$ cat src/rtl/sstx_pkg.sv
package sstx_pkg;
  typedef enum logic {
    SH_IDLE = 1'b0,
    SH_BUSY = 1'b1
  } sh_state_e;
endpackage

$ cat src/rtl/sstx_clk_sync.sv
module sstx_clk_sync #(
  parameter int STAGES = 2
) (
  input  logic clk,
  input  logic rst_n,
  input  logic ext_clk,
  input  logic invert,
  output logic fall
);
  logic [STAGES-1:0] chain;
  logic              prev;

  always_ff @(posedge clk or negedge rst_n) begin
    if (!rst_n) chain[0] <= 1'b0;
    else        chain[0] <= ext_clk ^ invert;
  end

  for (genvar g = 1; g < STAGES; g++) begin : g_stage
    always_ff @(posedge clk or negedge rst_n) begin
      if (!rst_n) chain[g] <= 1'b0;
      else        chain[g] <= chain[g-1];
    end
  end

  always_ff @(posedge clk or negedge rst_n) begin
    if (!rst_n) prev <= 1'b0;
    else        prev <= chain[STAGES-1];
  end

  assign fall = prev & ~chain[STAGES-1];


  fall_single_chk: assert property (@(posedge clk) disable iff (!rst_n)
    fall |=> !fall);
endmodule

$ cat src/rtl/sstx_hold.sv
module sstx_hold #(
  parameter int DATA_W = 8
) (
  input  logic              clk,
  input  logic              rst_n,
  input  logic              wr_valid,
  input  logic [DATA_W-1:0] wr_data,
  input  logic              nine_en,
  input  logic              ninth,
  input  logic              load,
  output logic              wr_ready,
  output logic              full,
  output logic [DATA_W:0]   word,
  output logic              word_nine
);
  always_ff @(posedge clk or negedge rst_n) begin
    if (!rst_n) begin
      full      <= 1'b0;
      word      <= '0;
      word_nine <= 1'b0;
    end else if (load) begin
      full <= 1'b0;
    end else if (wr_valid && !full) begin
      full      <= 1'b1;
      word      <= {ninth, wr_data};
      word_nine <= nine_en;
    end
  end

  assign wr_ready = !full;


  hold_keep_chk: assert property (@(posedge clk) disable iff (!rst_n)
    full && !load |=> full && $stable(word) && $stable(word_nine));


  empty_rise_chk: assert property (@(posedge clk) disable iff (!rst_n)
    $fell(full) |-> $past(load));
endmodule

$ cat src/rtl/sstx_shifter.sv
module sstx_shifter
  import sstx_pkg::*;
#(
  parameter int DATA_W = 8
) (
  input  logic            clk,
  input  logic            rst_n,
  input  logic            active,
  input  logic            fall,
  input  logic            hold_full,
  input  logic [DATA_W:0] hold_word,
  input  logic            hold_nine,
  output logic            load,
  output logic            data_out,
  output logic            shift_empty
);
  localparam int CNT_W = $clog2(DATA_W + 1);

  sh_state_e        state;
  logic [DATA_W:0]  sh;
  logic [CNT_W-1:0] left;
  logic             last;

  assign last = (left == '0);
  assign load = active && hold_full && ((state == SH_IDLE) || (fall && last));

  always_ff @(posedge clk or negedge rst_n) begin
    if (!rst_n) begin
      state    <= SH_IDLE;
      sh       <= '0;
      left     <= '0;
      data_out <= 1'b1;
    end else if (!active) begin
      state    <= SH_IDLE;
      left     <= '0;
      data_out <= 1'b1;
    end else if (load) begin
      state    <= SH_BUSY;
      sh       <= hold_word;
      data_out <= hold_word[0];
      left     <= hold_nine ? CNT_W'(DATA_W) : CNT_W'(DATA_W - 1);
    end else if (fall && state == SH_BUSY) begin
      if (last) begin
        state    <= SH_IDLE;
        data_out <= 1'b1;
      end else begin
        sh       <= sh >> 1;
        data_out <= sh[1];
        left     <= left - 1'b1;
      end
    end
  end

  assign shift_empty = (state == SH_IDLE);


  idle_when_off_chk: assert property (@(posedge clk) disable iff (!rst_n)
    !active |=> shift_empty && data_out);


  load_busy_chk: assert property (@(posedge clk) disable iff (!rst_n)
    load |=> !shift_empty);


  hold_bit_chk: assert property (@(posedge clk) disable iff (!rst_n)
    active && !fall && !load |=> $stable(data_out));


  idle_high_chk: assert property (@(posedge clk) disable iff (!rst_n)
    shift_empty |-> data_out);
endmodule

$ cat src/rtl/sync_slave_tx.sv
module sync_slave_tx #(
  parameter int DATA_W      = 8,
  parameter int SYNC_STAGES = 2
) (
  input  logic              clk,
  input  logic              rst_n,
  input  logic              ext_clk,
  input  logic              port_en,
  input  logic              sync_mode,
  input  logic              clk_master,
  input  logic              rx_single_en,
  input  logic              rx_cont_en,
  input  logic              tx_en,
  input  logic              nine_bit_en,
  input  logic              ninth_bit,
  input  logic              tx_ie,
  input  logic              clk_invert,
  input  logic              wr_valid,
  input  logic [DATA_W-1:0] wr_data,
  output logic              wr_ready,
  output logic              data_out,
  output logic              hold_empty,
  output logic              shift_empty,
  output logic              irq
);
  logic            active;
  logic            fall;
  logic            load;
  logic            hold_full;
  logic [DATA_W:0] hold_word;
  logic            hold_nine;

  assign active = port_en && sync_mode && !clk_master &&
                  !rx_single_en && !rx_cont_en && tx_en;

  sstx_clk_sync #(.STAGES(SYNC_STAGES)) u_sync (
    .clk     (clk),
    .rst_n   (rst_n),
    .ext_clk (ext_clk),
    .invert  (clk_invert),
    .fall    (fall)
  );

  sstx_hold #(.DATA_W(DATA_W)) u_hold (
    .clk       (clk),
    .rst_n     (rst_n),
    .wr_valid  (wr_valid),
    .wr_data   (wr_data),
    .nine_en   (nine_bit_en),
    .ninth     (ninth_bit),
    .load      (load),
    .wr_ready  (wr_ready),
    .full      (hold_full),
    .word      (hold_word),
    .word_nine (hold_nine)
  );

  sstx_shifter #(.DATA_W(DATA_W)) u_shift (
    .clk         (clk),
    .rst_n       (rst_n),
    .active      (active),
    .fall        (fall),
    .hold_full   (hold_full),
    .hold_word   (hold_word),
    .hold_nine   (hold_nine),
    .load        (load),
    .data_out    (data_out),
    .shift_empty (shift_empty)
  );

  assign hold_empty = !hold_full;
  assign irq        = hold_empty && tx_ie;


  no_load_off_chk: assert property (@(posedge clk) disable iff (!rst_n)
    !active |-> !load);


  idle_load_chk: assert property (@(posedge clk) disable iff (!rst_n)
    active && shift_empty && !wr_ready |=> wr_ready && !shift_empty);
endmodule

$ cat config.mk
export PLATFORM = sky130hd
export DESIGN_NAME = sync_slave_tx
export DESIGN_NICKNAME = d
export VERILOG_FILES = /design/src/rtl/sstx_pkg.sv /design/src/rtl/sstx_clk_sync.sv /design/src/rtl/sstx_hold.sv /design/src/rtl/sstx_shifter.sv /design/src/rtl/sync_slave_tx.sv
export SDC_FILE = /design/constraint.sdc
export NUM_CORES = 1
export LEC_CHECK = 0
export BUFFER_PORTS_ARGS = -buffer_cell sky130_fd_sc_hd__buf_2
export CAP_MARGIN = 20
export CORE_MARGIN = 5
export CORE_UTILIZATION = 50
export CTS_BUF_LIST = sky130_fd_sc_hd__clkbuf_4 sky130_fd_sc_hd__clkbuf_8
export CTS_CLUSTER_SIZE = 40
export DETAILED_ROUTE_END_ITERATION = 8
export PLACE_DENSITY_LB_ADDON = 0.08
export SYNTH_ARGS = -nofsm -noshare
export SYNTH_HDL_FRONTEND = slang
export SYNTH_HIERARCHICAL = 1
export SYNTH_SLANG_ARGS = --single-unit
$ cat constraint.sdc
create_clock -name clk -period 5.8 [get_ports clk]
set_clock_uncertainty 0.1 [all_clocks]
set_input_delay 1.16 -clock clk [delete_from_list [all_inputs] [get_ports clk]]
set_output_delay 1.16 -clock clk [all_outputs]
set_load 0.05 [all_outputs]
==> flow_summary.yaml, run 1 <==
critical_path:
  path_class: "in2out"
  start_kind: "input pin"
  crit_required_ns: 4.54
  worstRegToRegCells: 8
  crit_path_end_kind: "output pin"
  crit_arrival_ns: 1.62
  path_max_fanout: 1
clock_tree:
  cts_tree: "yes"
  cts_hold_buf: 0
  clk_pin_slew_worst_paths_ns: 0.15
  cts_max_level: 1
  ctsResizeCount: 0
  cts_root_buf: "clkbuf_4"
  postCtsSetupRepairBufs: 0
  clock_latency_ns: 0.32
  clock_path_buffers: 2
  cts-buffers-inserted: 3
  cts_sinks: 28
yosys:
  synth_area_leader_cell: "dfrtp_1"
  yosysSeqAreaShare: 0.5228
  ys_types: 33
  synthMostInstantiatedCell: "dfrtp_1"
  ys_top_cells_by_count: "27 x dfrtp_1, 20 x nand2_1, 11 x nor2_1, 10 x mux2_2, 9 x inv_1"
  synth_top_area_frac: 0.5033
  synth_edf_count: 0
  syn_nets: 147
  synthArstFlopShare: 1.000
  netlist_area_mm2: 0.001343
  synthTopCellsByArea: "dfrtp_1 50%, mux2_2 8.4%, nand2_1 5.6%, a31oi_1 3.7%, nor2_1 3.1%"
  syn_area_per_cell_um2: 10.91
  yosys_warnings: 6
  synth_ff_type: "dfrtp_1"
  synth-seq-cells: 28
  netlist_instances: 123
route:
  drc: 0
  wire_per_inst_um: 14.48
  firstDrtPassIters: 4
  ant_nets: 0
  drtIter0Drc: 56
  wirelength_um: 2607
  viasPerCell: 5.494
  via_count: 989
final_layout:
  fin_util: 0.6086
  stdcell_count: 180
  nets: 175
  diodes: 0
  area_growth_pct: 14.35
  drive_gt1_frac: 0.3267
placed_design:
  place.gp.congestion: 0.8257
  dp.final_hpwl_um: 1967
  port_buffers: 26
  numPlacedInstances: 176
timing:
  rsz0062_at_grt: "no"
  fin_crit_ns: 2.881
  whs_ns: 0.2718
  tightestPinTransition_ns: 0.7514
  slew_headroom: 0.4969
  final_max_slew_viol_count: 0
  finalCritPeriodShare: 0.4967
  setup_tns_ns: 0
  max_clock_freq_ghz: 0.3471
  setup_viol: 0
  finalHoldViolCount: 0
global_routing:
  overflow: 0
  grt_usage: 0.1623
  grt_pass1_wl_um: 4650
  antenna_found_initial: 0
  grt_pass1_vias: 1055
  grt_max_degree: 29
worst_hold_path:
  hold_class: "reg2reg"
  hold_depth: 0
floorplan:
  initial_core_util: 0.5322
  fp.coreArea_mm2: 0.002522
  fp.dieH_um: 61.82
  num_rows: 18
  die_x_um: 61.82
  io_pins: 27
  dieArea_mm2: 0.003821
outcome:
  status: "completed"
power:
  vdd_drop_max_mv: 0.1915
  leakagePower_nw: 0.7232
  powerDensity_mw_per_mm2: 297.7
run:
  drv_cap: 0
==> cell usage in the layout, fill, tap and decap left out, types with 2 or more instances in the layout <==
cell type / Yosys / routed
a21oi_1: 5 / 5
a31oi_1: 8 / 8
buf_2: 1 / 26
clkbuf_4: 0 / 3
dfrtp_1: 27 / 27
ha_1: 2 / 2
inv_1: 9 / 9
mux2_2: 10 / 10
nand2_1: 20 / 20
nand3_1: 2 / 2
nor2_1: 11 / 11
nor2b_1: 2 / 2
nor3b_2: 2 / 2
o21a_1: 2 / 2
o21ai_0: 2 / 2
==> through the flow <==
stage	worst slack [ns]	cell area (um2)	total power, mW
global route	2.825	1535	0.4855
finish	2.919	1535	0.4570
detailed placement	2.554	1483	0.3352
floorplan	2.673	1343	0.3081
CTS	2.910	1535	0.4639
global placement	2.659	1483	0.3311
==> metal layers <==
layer / GRT usage / up-vias / share of wire
met1: 0.2304 / 476 / 0.47
met4: 0.04242 / 0 / 0.0046
met2: 0.2511 / 27 / 0.47
met5: 0 / - / 0
li1: - / 484 / -
met3: 0.03719 / 2 / 0.061
==> worst max-delay path, stage by stage <==
cell,delay (ns)
buf_2,0.07
nor2b_1,0.11
buf_2,0.27
==> kinds of logic after synthesis <==
family                     after synthesis  synth area share
adders and majority gates                2           0.01864
DFF                                     28            0.5228
muxes                                   11           0.09133
buffers and inverters                   13           0.05125
xor gates and xnor gates                 1          0.006525
AOI/OAI and AO/OA                       25            0.1435
and+or+nand+nor                         43            0.1659
==> worst paths after layout <==
check                                 from               end  slack [ns]
max in group asynchronous            rst_n     u_shift/sh[8]        4.48
min in group asynchronous            rst_n     u_shift/state        0.72
max reg2reg                u_shift/left[0]  u_hold/word_nine        3.20
min                        u_sync/chain[0]   u_sync/chain[1]        0.27
min reg2reg                u_sync/chain[0]   u_sync/chain[1]        0.27
max                                  tx_ie               irq        2.92
==> area by class of cell <==
type                            count  area [um2]
Clock buffer                        3       22.52
Timing Repair Buffer               27       137.6
Clock inverter                      1       30.03
Multi-Input combinational cell     82       571.8
Fill cell                         242       987.2
Sequential cell                    28       701.9
Tap cell                           30       37.54
Inverter                            9       33.78
==> flip-flops by register name, indices dropped and copies added (netlist names) <==
signal / flops
u_hold/word: 9
u_shift/data_out: 1
u_hold/word_nine: 1
u_shift/state: 1
u_sync/prev: 1
u_hold/full: 1
u_sync/chain: 2
u_shift/left: 4
u_shift/sh: 8
==> report_power, final <==
part           switching (mW)  internal [mW]  leakage (nW)  total (mW)
registers              0.0241          0.233         0.342       0.257
clock network          0.0574         0.0698        0.0279       0.127
logic                  0.0327         0.0400         0.353      0.0728
total                   0.114          0.343         0.723       0.457
No activity file was read; power rests on OpenSTA's default activity.
==> inputs of run 2 (changes only) <==
ABC_AREA = 1   (was default)
clock period = 2.6 ns   (was 5.8 ns; I/O delays follow)
==> run 2 against run 1 <==
Net effect:
- non-clock buffer count unchanged
- first-iteration DRC count decreased by 27%
- global-route usage decreased by 1.6 points
- clock power increased by 64%
- combinational power increased by 22%
- cell count increased by 34%
- via count increased by 18%
- largest cell class unchanged
- highest routed layer unchanged
==> flow_summary.yaml, run 2 <==
outcome:
  status: "completed"
timing:
  rsz0062_at_grt: "no"
  finalCritPeriodShare: 0.7348
  setup_tns_ns: 0
  slew_headroom: 0.6071
  final_max_slew_viol_count: 0
  whs_ns: 0.06943
  tightestPinTransition_ns: 0.5893
  finalHoldViolCount: 0
  fin_crit_ns: 1.911
  max_clock_freq_ghz: 0.5234
  setup_viol: 0
floorplan:
  die_x_um: 62.92
  initial_core_util: 0.5166
  fp.dieH_um: 62.92
  fp.coreArea_mm2: 0.002710
  io_pins: 27
  num_rows: 19
  dieArea_mm2: 0.003958
final_layout:
  largest-register: "u_hold/word"
  area_growth_pct: 12.78
  nets: 235
  diodes: 0
  fillers: 282
  top_regs: "u_hold/word: 9 flops, u_shift/sh: 8 flops, u_shift/left: 4 flops"
  drive_gt1_frac: 0.2000
  layout_commonest_cell: "nand2_1"
  largest_register_ff_count: 9
  most-common-layout-cells: "88 x nand2_1, 27 x dfrtp_1, 26 x buf_2"
critical_path:
  path_class: "reg2reg"
  crit_path_end_kind: "flop"
  start_kind: "flop"
  path_max_fanout: 16
  crit_required_ns: 2.73
  crit_start: "u_shift/left[0]"
  crit_arrival_ns: 2.04
  timing.rr.start: "u_shift/left[0]"
clock_tree:
  cts_root_buf: "clkbuf_4"
  clock_latency_ns: 0.32
  cts_hold_buf: 0
  cts_sinks: 28
  clock_path_buffers: 2
  ctsResizeCount: 0
  cts-buffers-inserted: 3
  clk_pin_slew_worst_paths_ns: 0.14
  cts_max_level: 1
  postCtsSetupRepairBufs: 0
  cts_tree: "yes"
power:
  total_power_mw: 0.8112
  powerDensity_mw_per_mm2: 513.7
  leakagePower_nw: 0.9262
  vdd_drop_max_mv: 0.3653
placed_design:
  port_buffers: 26
  dp.final_hpwl_um: 2091
  place.gp.congestion: 0.7854
global_routing:
  overflow: 0
  antenna_found_initial: 0
  grt_pass1_wl_um: 4774
  grt_usage: 0.1463
  grt_max_degree: 29
  grt_pass1_vias: 1169
route:
  wirelength_um: 2673
  ant_nets: 0
  wire_per_inst_um: 11.09
  drtIter0Drc: 41
  viasPerCell: 4.851
  drc: 0
  firstDrtPassIters: 4
  via_count: 1169
yosys:
  ys_top_cells_by_count: "88 x nand2_1, 27 x dfrtp_1, 18 x nand3_1, 16 x inv_1, 10 x nor2_1"
  synthTopCellsByArea: "dfrtp_1 48%, nand2_1 24%, nand3_1 6.4%, inv_1 4.3%, nor2_1 2.7%"
  syn_nets: 207
  synthMostInstantiatedCell: "nand2_1"
  syn_area_per_cell_um2: 7.651
  yosys_warnings: 6
  synth-seq-cells: 28
  synth_area_leader_cell: "dfrtp_1"
  yosysSeqAreaShare: 0.5013
  netlist_area_mm2: 0.001400
  synth_top_area_frac: 0.4826
  synth_edf_count: 0
  synth_ff_type: "dfrtp_1"
  ys_types: 20
  synthArstFlopShare: 1.000
  netlist_instances: 183
worst_hold_path:
  hold_class: "in2async"
run:
  drv_cap: 0
-- run 2: cell type report --
type,instances,area (um2),share of cell area
Sequential cell,28,701.9,0.4445
Multi-Input combinational cell,133,596.8,0.3780
Timing Repair Buffer,27,137.6,0.08716
Inverter,18,67.56,0.04279
Tap cell,31,38.79,0.02456
Clock buffer,4,36.28,0.02298
-- run 2: stage by stage --
| stage | utilization | worst slack, ns | std cells | cell area [um2] |
|---|---|---|---|---|
| 3_5_place_dp | 0.5693 | 0.5210 | 237 | 1543 |
| 5_1_grt | 0.5826 | 0.5115 | 241 | 1579 |
| 3_3_place_gp | 0.5693 | 0.5853 | 237 | 1543 |
| 6_report | 0.5826 | 0.6895 | 241 | 1579 |
| 4_1_cts | 0.5826 | 0.6670 | 241 | 1579 |
| 2_1_floorplan | - | 0.7937 | 183 | 1400 |
-- run 2: worst paths after layout --
kind	end	slack, ns	cells after the start
setup reg to reg	u_hold/word[5]	0.69	10
max in group asynchronous	u_hold/word[4]	1.94	1
hold / removal	u_sync/chain[0]	0.07	1
setup / recovery	u_hold/word[5]	0.69	10
hold reg to reg	u_sync/chain[1]	0.27	0
min in group clk	u_sync/chain[1]	0.27	0
-- run 2: power by group --
part / internal (mW) / switching (mW)
clock network: 0.0857 / 0.123
registers: 0.486 / 0.0282
logic: 0.0362 / 0.0526
-- run 2: cells by family after synthesis --
logic type	synth area share
AND/OR/NAND/NOR	0.3709
buffers and inverters	0.07239
XOR/XNOR	0.01251
flip-flops	0.5013
AO/OA/AOI/OAI	0.02502
adder cells (fa/ha/maj)	0.01787
-- run 2: critical path, cell delays in order, from the launching register on --
cell	delay [ns]
dfrtp_1	0.41
inv_1	0.08
ha_1	0.22
nand3_2	0.09
nand2_4	0.09
nand2_4	0.17
inv_2	0.08
nor2_2	0.23
nand2_2	0.18
nand2_1	0.11
nand2_1	0.05
-- run 2: routing by layer --
| metal | part of all wire | up-vias | global-route usage |
|---|---|---|---|
| li1 | - | 610 | - |
| met1 | 0.45 | 544 | 0.1751 |
| met2 | 0.51 | 11 | 0.2615 |
| met3 | 0.027 | 4 | 0.02518 |
| met4 | 0.011 | 0 | 0.04775 |
| met5 | 0 | - | 0 |
